**src/rtl/dock_move_pkg.sv**
```systemverilog
package dock_move_pkg;

    typedef enum logic [1:0] {
        ST_IDLE  = 2'd0,
        ST_ARMED = 2'd1,
        ST_GAP   = 2'd2
    } mv_state_t;

    typedef enum logic [1:0] {
        PM_KEEP = 2'b00,
        PM_IMM  = 2'b01,
        PM_DISP = 2'b10,
        PM_RSVD = 2'b11
    } path_mode_t;

endpackage

```
**src/rtl/dock_move_fsm.sv**
```systemverilog
module dock_move_fsm
    import dock_move_pkg::*;
(
    input  logic clk,
    input  logic rst_n,
    input  logic mv_valid,
    input  logic mv_repeat,
    input  logic mv_immune,
    input  logic mv_count,
    input  logic mv_tok_in,
    input  logic mv_data_in,
    input  logic pred_ok,
    input  logic succ_empty,
    input  logic pkt_valid,
    input  logic torp_pend,
    output logic fire,
    output logic pkt_take,
    output logic lc_dec,
    output logic lc_clr,
    output logic torp_take,
    output logic retire
);

    mv_state_t state_q, state_d;
    logic      needs_pkt;
    logic      ready;
    logic      strike;

    assign needs_pkt = mv_tok_in | mv_data_in;
    assign ready     = succ_empty & (~needs_pkt | pkt_valid);
    assign strike    = torp_pend & ~mv_immune;

    // state register
    always_ff @(posedge clk) begin
        if (!rst_n) state_q <= ST_IDLE;
        else        state_q <= state_d;
    end

    // next state
    always_comb begin
        state_d = state_q;
        unique case (state_q)
            ST_IDLE:  if (mv_valid) state_d = ST_ARMED;               // accept
            ST_ARMED: begin
                if (!pred_ok)       state_d = ST_IDLE;                // skip
                else if (strike)    state_d = ST_IDLE;                // strike
                else if (ready)     state_d = mv_repeat ? ST_GAP      // again
                                                        : ST_IDLE;    // finish
            end
            ST_GAP:   state_d = ST_ARMED;                             // rearm
            default:  state_d = ST_IDLE;
        endcase
    end

    // outputs
    always_comb begin
        fire      = 1'b0;
        pkt_take  = 1'b0;
        lc_dec    = 1'b0;
        lc_clr    = 1'b0;
        torp_take = 1'b0;
        retire    = 1'b0;
        unique case (state_q)
            ST_ARMED: begin
                if (!pred_ok) begin
                    retire = 1'b1;
                end else if (strike) begin
                    torp_take = 1'b1;
                    lc_clr    = 1'b1;
                    retire    = 1'b1;
                end else if (ready) begin
                    fire     = 1'b1;
                    pkt_take = needs_pkt;
                    lc_dec   = mv_count;
                    retire   = ~mv_repeat;
                end
            end
            ST_IDLE, ST_GAP: ;
            default: ;
        endcase
    end

    a_r1_succ_empty: assert property (@(posedge clk) disable iff (!rst_n)
        fire |-> succ_empty);
    a_r2_pred_true: assert property (@(posedge clk) disable iff (!rst_n)
        fire |-> pred_ok);
    a_r3_single_pulse: assert property (@(posedge clk) disable iff (!rst_n)
        fire |=> !fire);
    a_r4_dec_on_fire: assert property (@(posedge clk) disable iff (!rst_n)
        lc_dec |-> (fire && mv_count));
    a_r5_strike_no_fire: assert property (@(posedge clk) disable iff (!rst_n)
        lc_clr |-> (torp_pend && !mv_immune && retire && !fire));
    a_r6_immune_safe: assert property (@(posedge clk) disable iff (!rst_n)
        torp_take |-> !mv_immune);
    a_r11_pkt_needed: assert property (@(posedge clk) disable iff (!rst_n)
        (fire && (mv_tok_in || mv_data_in)) |-> pkt_valid);

endmodule

```
**src/rtl/dock_move_path.sv**
```systemverilog
module dock_move_path
    import dock_move_pkg::*;
#(
    parameter int PATH_W  = 13,
    parameter int DISP_W  = 12
) (
    input  logic              clk,
    input  logic              rst_n,
    input  logic              fire,
    input  logic [1:0]        mode,
    input  logic [PATH_W-1:0] imm,
    input  logic [DISP_W-1:0] disp_field,
    output logic [PATH_W-1:0] path_q
);

    path_mode_t        mode_e;
    logic [PATH_W-1:0] disp_val;
    logic              load;
    logic [PATH_W-1:0] next_path;

    assign mode_e = path_mode_t'(mode);

    generate
        if (DISP_W >= PATH_W) begin : g_trunc
            assign disp_val = disp_field[PATH_W-1:0];
        end else begin : g_pad
            assign disp_val = {{(PATH_W-DISP_W){1'b0}}, disp_field};
        end
    endgenerate

    always_comb begin
        load      = 1'b0;
        next_path = path_q;
        unique case (mode_e)
            PM_IMM:  begin load = fire; next_path = imm;      end
            PM_DISP: begin load = fire; next_path = disp_val; end
            PM_KEEP, PM_RSVD: ;
            default: ;
        endcase
    end

    always_ff @(posedge clk) begin
        if (!rst_n)    path_q <= '0;
        else if (load) path_q <= next_path;
    end

    a_r8_imm_load: assert property (@(posedge clk) disable iff (!rst_n)
        (fire && mode == 2'b01) |=> (path_q == $past(imm)));
    a_r10_path_hold: assert property (@(posedge clk) disable iff (!rst_n)
        !(fire && (mode == 2'b01 || mode == 2'b10)) |=> $stable(path_q));

endmodule

```
**src/rtl/dock_move_cflag.sv**
```systemverilog
module dock_move_cflag (
    input  logic clk,
    input  logic rst_n,
    input  logic pkt_take,
    input  logic keep_c,
    input  logic pkt_signal,
    output logic c_q
);

    always_ff @(posedge clk) begin
        if (!rst_n)                 c_q <= 1'b0;
        else if (pkt_take && !keep_c) c_q <= pkt_signal;
    end

    a_r7_c_hold: assert property (@(posedge clk) disable iff (!rst_n)
        !(pkt_take && !keep_c) |=> $stable(c_q));

endmodule

```
**src/rtl/dock_move_ctrl.sv**
```systemverilog
module dock_move_ctrl #(
    parameter int PATH_W  = 13,
    parameter int WORD_W  = 38,
    parameter int DISP_HI = 37,
    parameter int DISP_LO = 26
) (
    input  logic              clk,
    input  logic              rst_n,
    input  logic              mv_valid,
    input  logic              mv_repeat,
    input  logic              mv_immune,
    input  logic              mv_count,
    input  logic              mv_tok_in,
    input  logic              mv_data_in,
    input  logic              mv_keep_c,
    input  logic [1:0]        mv_path_mode,
    input  logic [PATH_W-1:0] mv_imm,
    input  logic              pred_ok,
    input  logic              succ_empty,
    input  logic              pkt_valid,
    input  logic              pkt_signal,
    input  logic [WORD_W-1:0] dpred_word,
    input  logic              torp_pend,
    output logic              fire,
    output logic              pkt_take,
    output logic              lc_dec,
    output logic              lc_clr,
    output logic              torp_take,
    output logic              retire,
    output logic [PATH_W-1:0] path_out,
    output logic              c_flag
);

    localparam int DISP_W = DISP_HI - DISP_LO + 1;

    generate
        if (DISP_LO > 0) begin : g_low
            logic low_unused;
            assign low_unused = ^dpred_word[DISP_LO-1:0];
        end
        if (DISP_HI < WORD_W - 1) begin : g_high
            logic high_unused;
            assign high_unused = ^dpred_word[WORD_W-1:DISP_HI+1];
        end
    endgenerate

    dock_move_fsm u_fsm (
        .clk        (clk),
        .rst_n      (rst_n),
        .mv_valid   (mv_valid),
        .mv_repeat  (mv_repeat),
        .mv_immune  (mv_immune),
        .mv_count   (mv_count),
        .mv_tok_in  (mv_tok_in),
        .mv_data_in (mv_data_in),
        .pred_ok    (pred_ok),
        .succ_empty (succ_empty),
        .pkt_valid  (pkt_valid),
        .torp_pend  (torp_pend),
        .fire       (fire),
        .pkt_take   (pkt_take),
        .lc_dec     (lc_dec),
        .lc_clr     (lc_clr),
        .torp_take  (torp_take),
        .retire     (retire)
    );

    dock_move_path #(
        .PATH_W (PATH_W),
        .DISP_W (DISP_W)
    ) u_path (
        .clk        (clk),
        .rst_n      (rst_n),
        .fire       (fire),
        .mode       (mv_path_mode),
        .imm        (mv_imm),
        .disp_field (dpred_word[DISP_HI:DISP_LO]),
        .path_q     (path_out)
    );

    dock_move_cflag u_cflag (
        .clk        (clk),
        .rst_n      (rst_n),
        .pkt_take   (pkt_take),
        .keep_c     (mv_keep_c),
        .pkt_signal (pkt_signal),
        .c_q        (c_flag)
    );

    a_r12_reset_quiet: assert property (@(posedge clk)
        !rst_n |=> (path_out == '0 && !c_flag));

endmodule

```
**config.mk**
```make
export PLATFORM = sky130hd
export DESIGN_NAME = dock_move_ctrl
export DESIGN_NICKNAME = d
export VERILOG_FILES = /design/src/rtl/dock_move_pkg.sv /design/src/rtl/dock_move_fsm.sv /design/src/rtl/dock_move_path.sv /design/src/rtl/dock_move_cflag.sv /design/src/rtl/dock_move_ctrl.sv
export SDC_FILE = /design/constraint.sdc
export NUM_CORES = 1
export LEC_CHECK = 0
export BUFFER_PORTS_ARGS = -buffer_cell sky130_fd_sc_hd__buf_2
export CAP_MARGIN = 20
export CELL_PAD_IN_SITES_DETAIL_PLACEMENT = 2
export CELL_PAD_IN_SITES_GLOBAL_PLACEMENT = 2
export CORE_ASPECT_RATIO = 1.2
export CORE_MARGIN = 2
export CORE_UTILIZATION = 18
export DETAILED_ROUTE_END_ITERATION = 6
export GPL_TIMING_DRIVEN = 1
export PLACE_DENSITY = 0.92
export SYNTH_ARGS = -nofsm -noshare
export SYNTH_HDL_FRONTEND = slang
export SYNTH_SLANG_ARGS = --single-unit
```
**constraint.sdc**
```tcl
create_clock -name clk -period 2.7 [get_ports clk]
set_input_delay 0.405 -clock clk [delete_from_list [all_inputs] [get_ports clk]]
set_output_delay 0.405 -clock clk [all_outputs]
set_load 0.02 [all_outputs]
```
After elaboration in Yosys (flattened, before gate mapping) --
Cells that the tools add are included.
Storage, ports and cells: flip-flop bits (word level) 16, input bits 67, output and inout bits 20, word-level logic and storage cells 50
Cells by class: equal/unequal tests 6, muxes and demuxes 27, bitwise operators 7, reduce and logical (&&, ||, !) cells 7
Operators with widths (count):
- 13-bit case mux with 2 select lines | 1
- 1-bit two-way mux | 20
- 2-bit two-way mux | 5
- 2-bit case mux with 3 select lines | 1
- 2-bit by 1-bit == test with 1-bit output (second input constant) | 2
- 2-bit == test (second input constant) | 2
- 4-bit by 2-bit != test with 1-bit output (second input constant) | 1
- 2-bit AND reduction | 2
- 1-bit inverter | 3
- 1-bit bitwise AND | 2
- 2-bit logical NOT | 1
- 2-bit != test (second input constant) | 1
- 1-bit bitwise OR | 2
- 2-bit nonzero test | 1
- 2-bit OR reduction | 1
- 1-bit logical AND | 1
- 1-bit logical NOT | 1

Longest topological paths before layout --
depth after elaboration 10, depth in mapped cells 7

By module --
A second synthesis with hierarchy kept.
Second synthesis, totals: cell total of the unflattened synthesis 86, area total of the unflattened synthesis 825.8 sq um
By module, submodules not included:
- dock_move_path | times used 1, cells an instance 60, area an instance 593.1 sq um, sequential area each 260.2 sq um
- dock_move_fsm | times used 1, cells an instance 21, area an instance 181.4 sq um, sequential area each 40.0 sq um
- dock_move_cflag | times used 1, cells an instance 5, area an instance 51.3 sq um, sequential area each 20.0 sq um

Worst setup path before layout --
No wires, ideal clock.
kind input-to-output, start in pred_ok, end out lc_dec, arrival 1.430 ns, data required time 2.295 ns, slack 0.865 ns, cell stages on the path 6, path through and3b_1 -> o2111ai_1 -> buf_2 -> buf_2 -> inv_1 -> and2_1
On the way: word-level cells in the longest chain between the ends 2
RTL lines:
- from (decl) | RTL line dock_move_ctrl.sv:18 | input logic pred_ok,
- 1-bit two-way mux | RTL line dock_move_fsm.sv:65 | if (!pred_ok) begin
- 1-bit two-way mux | RTL line dock_move_fsm.sv:63 | unique case (state_q)
- to (decl) | RTL line dock_move_ctrl.sv:26 | output logic lc_dec,
Every way passes these cells.

Final worst setup path --
start reg u_fsm.state_q[0], end out lc_dec
On the way: word-level cells in the longest chain between the ends 2
RTL lines:
- from (decl) | RTL line dock_move_fsm.sv:24 | mv_state_t state_q, state_d;
- from (signal assigned) | RTL line dock_move_fsm.sv:36 | else state_q <= state_d;
- 2-bit by 1-bit == test with 1-bit output | RTL line dock_move_fsm.sv:63
- 1-bit two-way mux | RTL line dock_move_fsm.sv:63
Every way passes these cells.

==> report_table.html <==
<table>
<tr><th>Metric</th><th>Value</th></tr>
<tr><th colspan="2">Pwr</th></tr>
<tr><td>Internal power</td><td>412 µW</td></tr>
<tr><td>Clock network fraction of design power</td><td>38.6%</td></tr>
<tr><td>NetSw</td><td>132 µW</td></tr>
<tr><td>Power per unit of standard cell area</td><td>418 mW/mm²</td></tr>
<tr><td>Net Sw Frac</td><td>24.3%</td></tr>
<tr><td>Part of the power in combinational logic</td><td>17.1%</td></tr>
<tr><td>Final Power</td><td>545 µW</td></tr>
<tr><td>Maximum vdd drop</td><td>0.125 mV</td></tr>
<tr><td>Relative contribution of sequential cells to total power</td><td>44.3%</td></tr>
<tr><td>Leakage</td><td>0.606 nW</td></tr>
<tr><th colspan="2">STA</th></tr>
<tr><td>Setup repair after global routing missed its margin</td><td>false</td></tr>
<tr><td>Min cycle time layout</td><td>1940 ps</td></tr>
<tr><td>Worst slew margin relative to its limit</td><td>55.5%</td></tr>
<tr><td>Final Hold Vio Count</td><td>0</td></tr>
<tr><td>Accumulated negative setup slack</td><td>0 ps</td></tr>
<tr><td>Number of pins with negative max-slew slack in the final report</td><td>0</td></tr>
<tr><td>Total setup violations reported at the end of the flow</td><td>0</td></tr>
<tr><td>Worst-case clock skew</td><td>3.62 ps</td></tr>
<tr><td>Least-Margin Pin Slew</td><td>668 ps</td></tr>
<tr><td>Period Utilization, post-route</td><td>71.7%</td></tr>
<tr><td>Max Clk Rate</td><td>517 MHz</td></tr>
<tr><th colspan="2">Yosys</th></tr>
<tr><td>Sequential cell area fraction in the yosys report</td><td>36.1%</td></tr>
<tr><td>Number of flops mapped to enable cells by yosys</td><td>0</td></tr>
<tr><td>Instance count of the mapped netlist</td><td>101</td></tr>
<tr><td>Number of distinct library cells after synthesis</td><td>26</td></tr>
<tr><td>Number of nets produced by synthesis</td><td>169</td></tr>
<tr><td>Async SR Flop Fraction</td><td>0%</td></tr>
<tr><td>Leading cell type by number of instances after synthesis</td><td>dfxtp_1</td></tr>
<tr><td>Average cell area after synthesis</td><td>8.78 µm²</td></tr>
<tr><td>Post-synth top area cell</td><td>dfxtp_1</td></tr>
<tr><td>Area share of the leading cell type in the synthesized netlist</td><td>36.1%</td></tr>
<tr><td>Commonest register cell after synthesis</td><td>dfxtp_1</td></tr>
<tr><td>Number of storage elements in the synthesis netlist</td><td>16</td></tr>
<tr><td>Cell types occupying the most area after synthesis</td><td>dfxtp_1, mux2i_1, a21boi_1</td></tr>
<tr><td>Most common library cells after synthesis</td><td>dfxtp_1, o21ai_0, a21boi_1, mux2i_1, or3_1</td></tr>
<tr><td>Number of warnings reported in the yosys synthesis log</td><td>0</td></tr>
<tr><td>Post-Synthesis Cell Area</td><td>887 µm²</td></tr>
<tr><th colspan="2">Hold path</th></tr>
<tr><td>Worst Hold Depth</td><td>3</td></tr>
<tr><td>Min-Delay Startpoint</td><td>pkt_signal</td></tr>
<tr><td>Worst Hold Endpoint</td><td>u_cflag.c_q$_SDFFE_PN0P_</td></tr>
<tr><td>Tightest Hold Check Type</td><td>input port to flip-flop</td></tr>
<tr><th colspan="2">Critical path</th></tr>
<tr><td>Buffer and inverter count on the worst path</td><td>3</td></tr>
<tr><td>Flop-to-flop setup slack</td><td>1170 ps</td></tr>
<tr><td>Chain of cells forming the critical path</td><td>and3b_1 -&gt; o2111ai_2 -&gt; buf_4 -&gt; inv_1 -&gt; and2_1 -&gt; buf_2</td></tr>
<tr><td>Highest fanout seen on the critical path</td><td>15</td></tr>
<tr><td>Crit end category</td><td>output pin</td></tr>
<tr><td>Number of cell instances on the worst register-to-register path</td><td>5</td></tr>
<tr><td>Worst setup path category</td><td>flip-flop to output pin</td></tr>
<tr><td>WP depth</td><td>6</td></tr>
<tr><td>CP required</td><td>2300 ps</td></tr>
<tr><td>Startpoint of the worst register-to-register path</td><td>u_fsm.state_q[0]$_SDFFE_PN0P_</td></tr>
<tr><td>Crit path arrival time</td><td>1530 ps</td></tr>
<tr><td>Launch point of the worst path</td><td>u_fsm.state_q[0]$_SDFFE_PN0P_</td></tr>
<tr><td>Cell family with most CP delay</td><td>buffers and inverters</td></tr>
<tr><td>Reg-to-reg endpoint</td><td>u_path.path_q[0]$_SDFFE_PN0P_</td></tr>
<tr><td>Startpoint class of the critical path</td><td>flip-flop</td></tr>
<tr><td>Max incr delay on CP</td><td>390 ps</td></tr>
<tr><td>Cell with the biggest individual delay on the critical path</td><td>dfxtp_1</td></tr>
<tr><th colspan="2">Global route</th></tr>
<tr><td>Largest net degree at the start of global routing</td><td>27</td></tr>
<tr><td>Global-route usage over all layers</td><td>10.7%</td></tr>
<tr><td>Grt ovf</td><td>0</td></tr>
<tr><td>Initial antenna violation count</td><td>0</td></tr>
<tr><td>Via count of the first global-routing pass</td><td>994</td></tr>
<tr><td>Wire length of the first global-routing pass</td><td>4.57 mm</td></tr>
<tr><th colspan="2">Cells and area</th></tr>
<tr><td>Net total in the final layout</td><td>228</td></tr>
<tr><td>N_diodes</td><td>0</td></tr>
<tr><td>Core Util, Final</td><td>26.9%</td></tr>
<tr><td>Share of cells above drive strength 1</td><td>43.4%</td></tr>
<tr><td>Signed area change from the synthesized netlist to the final layout</td><td>46.8%</td></tr>
<tr><th colspan="2">Placement</th></tr>
<tr><td>Detail Placement HPWL</td><td>2.35 mm</td></tr>
<tr><td>Port-buffer cells</td><td>60</td></tr>
<tr><td>Placer's final routability congestion estimate</td><td>0.620</td></tr>
<tr><th colspan="2">Clock network</th></tr>
<tr><td>Clock buffers created by TritonCTS</td><td>3</td></tr>
<tr><td># H-tree levels</td><td>1</td></tr>
<tr><td>Clock transition at the register clock pins on the worst setup and hold paths after CTS</td><td>70 ps</td></tr>
<tr><td>Largest buffer count on any clock path</td><td>2</td></tr>
<tr><td>Count of buffers added by post-CTS timing repair for setup</td><td>0</td></tr>
<tr><td>Clock tree from TritonCTS</td><td>done</td></tr>
<tr><td>TritonCTS sink count</td><td>16</td></tr>
<tr><td>Skew-Pair Late Insertion Delay</td><td>250 ps</td></tr>
<tr><td>Resize count post-CTS</td><td>0</td></tr>
<tr><td>Number of buffers inserted for hold repair after clock tree synthesis</td><td>0</td></tr>
<tr><td>Buffer cell driving the clock tree root</td><td>clkbuf_8</td></tr>
<tr><th colspan="2">Route</th></tr>
<tr><td>Number of detailed-route iterations in the first pass</td><td>2</td></tr>
<tr><td>Post-route ant nets</td><td>0</td></tr>
<tr><td>Vias post-DR</td><td>992</td></tr>
<tr><td>Post-Route WL</td><td>2.91 mm</td></tr>
<tr><td>Number of vias per cell after detailed routing</td><td>4.53</td></tr>
<tr><td>Detailed-route DRC error count</td><td>0</td></tr>
<tr><td>Routed wirelength normalized by instance count</td><td>13.3 µm</td></tr>
<tr><td>Initial detailed-routing violation count</td><td>16</td></tr>
<tr><th colspan="2">Die</th></tr>
<tr><td>Placeable core region</td><td>0.00483 mm²</td></tr>
<tr><td>Placement Rows</td><td>28</td></tr>
<tr><td>DIE AREA</td><td>0.00551 mm²</td></tr>
<tr><td>Die X-Extent</td><td>68.1 µm</td></tr>
<tr><td>Initial core utilization</td><td>18.3%</td></tr>
<tr><td>Die Ht</td><td>80.9 µm</td></tr>
<tr><td>Num ports</td><td>87</td></tr>
<tr><th colspan="2">Outcome</th></tr>
<tr><td>Outcome</td><td>completed</td></tr>
<tr><th colspan="2">Run</th></tr>
<tr><td>Number of max-capacitance violations reported</td><td>0</td></tr>
</table>
==> worst min-delay path, cell delays in order <==
cell and delay, ps:
buf_2 80, nand3_1 50, o21ai_0 60
==> through the flow <==
step | cells | hold WS (ps) | setup slack, ps | instance area [µm²]
4_1_cts | 219 | 381 | 738 | 1300
3_3_place_gp | 215 | 454 | 877 | 1250
3_5_place_dp | 215 | 467 | 838 | 1250
2_1_floorplan | 101 | 451 | 865 | 887
6_report | 219 | 387 | 764 | 1300
5_1_grt | 219 | 383 | 614 | 1300
==> how the worst max path moves through the flow <==
| stage | end | slack [ps] |
|---|---|---|
| 4_1_cts | lc_dec | 740 |
| 5_1_grt | lc_dec | 610 |
| 3_5_place_dp | lc_dec | 840 |
| 2_1_floorplan | lc_dec | 870 |
| 6_report | lc_dec | 760 |
| 3_3_place_gp | lc_dec | 880 |
==> routing by layer <==
| layer | part of all wire, % | global-route usage (%) | vias up |
|---|---|---|---|
| met2 | 56 | 19.9 | 25 |
| met5 | 0 | 0 | - |
| met3 | 4.2 | 0.970 | 2 |
| met1 | 39 | 12.2 | 481 |
| met4 | 1.1 | 4.20 | 0 |
| li1 | - | - | 484 |
==> sequential cells by signal, summed over array words and instances (netlist names) <==
signal / count
u_path.path_q: 13
u_fsm.state_q: 2
u_cflag.c_q: 1
==> layout by cell type, fill, tap and decap left out, drive strengths merged, types with 2 or more instances in the layout <==
| master | count |
|---|---|
| buf | 63 |
| mux2i | 12 |
| dfxtp | 16 |
| o21ai | 14 |
| and3b | 2 |
| o211ai | 3 |
| inv | 3 |
| clkbuf | 4 |
| nor2 | 3 |
| a21boi | 12 |
| nand3 | 2 |
| nand2 | 2 |
| or3 | 12 |
==> final cells by class <==
type / instances / area, µm²
clock buffer: 4 / 55.1
fill: 569 / 3530
inverter: 3 / 11.3
multi-input combinational: 73 / 518
sequential: 16 / 320
tap: 60 / 75.1
timing repair buffer: 63 / 323
==> cells by family (layout without fill, tap and decap cells) <==
kind of cell / count (synthesis) / count (layout) / synth area share, %
AOI/OAI and AO/OA: 33 / 33 / 24.8
and+or+nand+nor: 27 / 27 / 17.9
DFF: 16 / 16 / 36.1
muxes: 12 / 12 / 13.5
buffers and inverters: 12 / 70 / 6.21
adders and majority gates: 1 / 1 / 1.41
==> power by group through the flow <==
stage          clock network [mW]  logic [mW]  registers, mW
2_1_floorplan                   0      0.0451          0.249
3_3_place_gp                    0      0.0915          0.247
3_5_place_dp                    0      0.0947          0.247
4_1_cts                     0.220      0.0952          0.241
5_1_grt                     0.227       0.104          0.242
6_report                    0.210      0.0930          0.242
No activity file was read; power rests on OpenSTA's default activity.
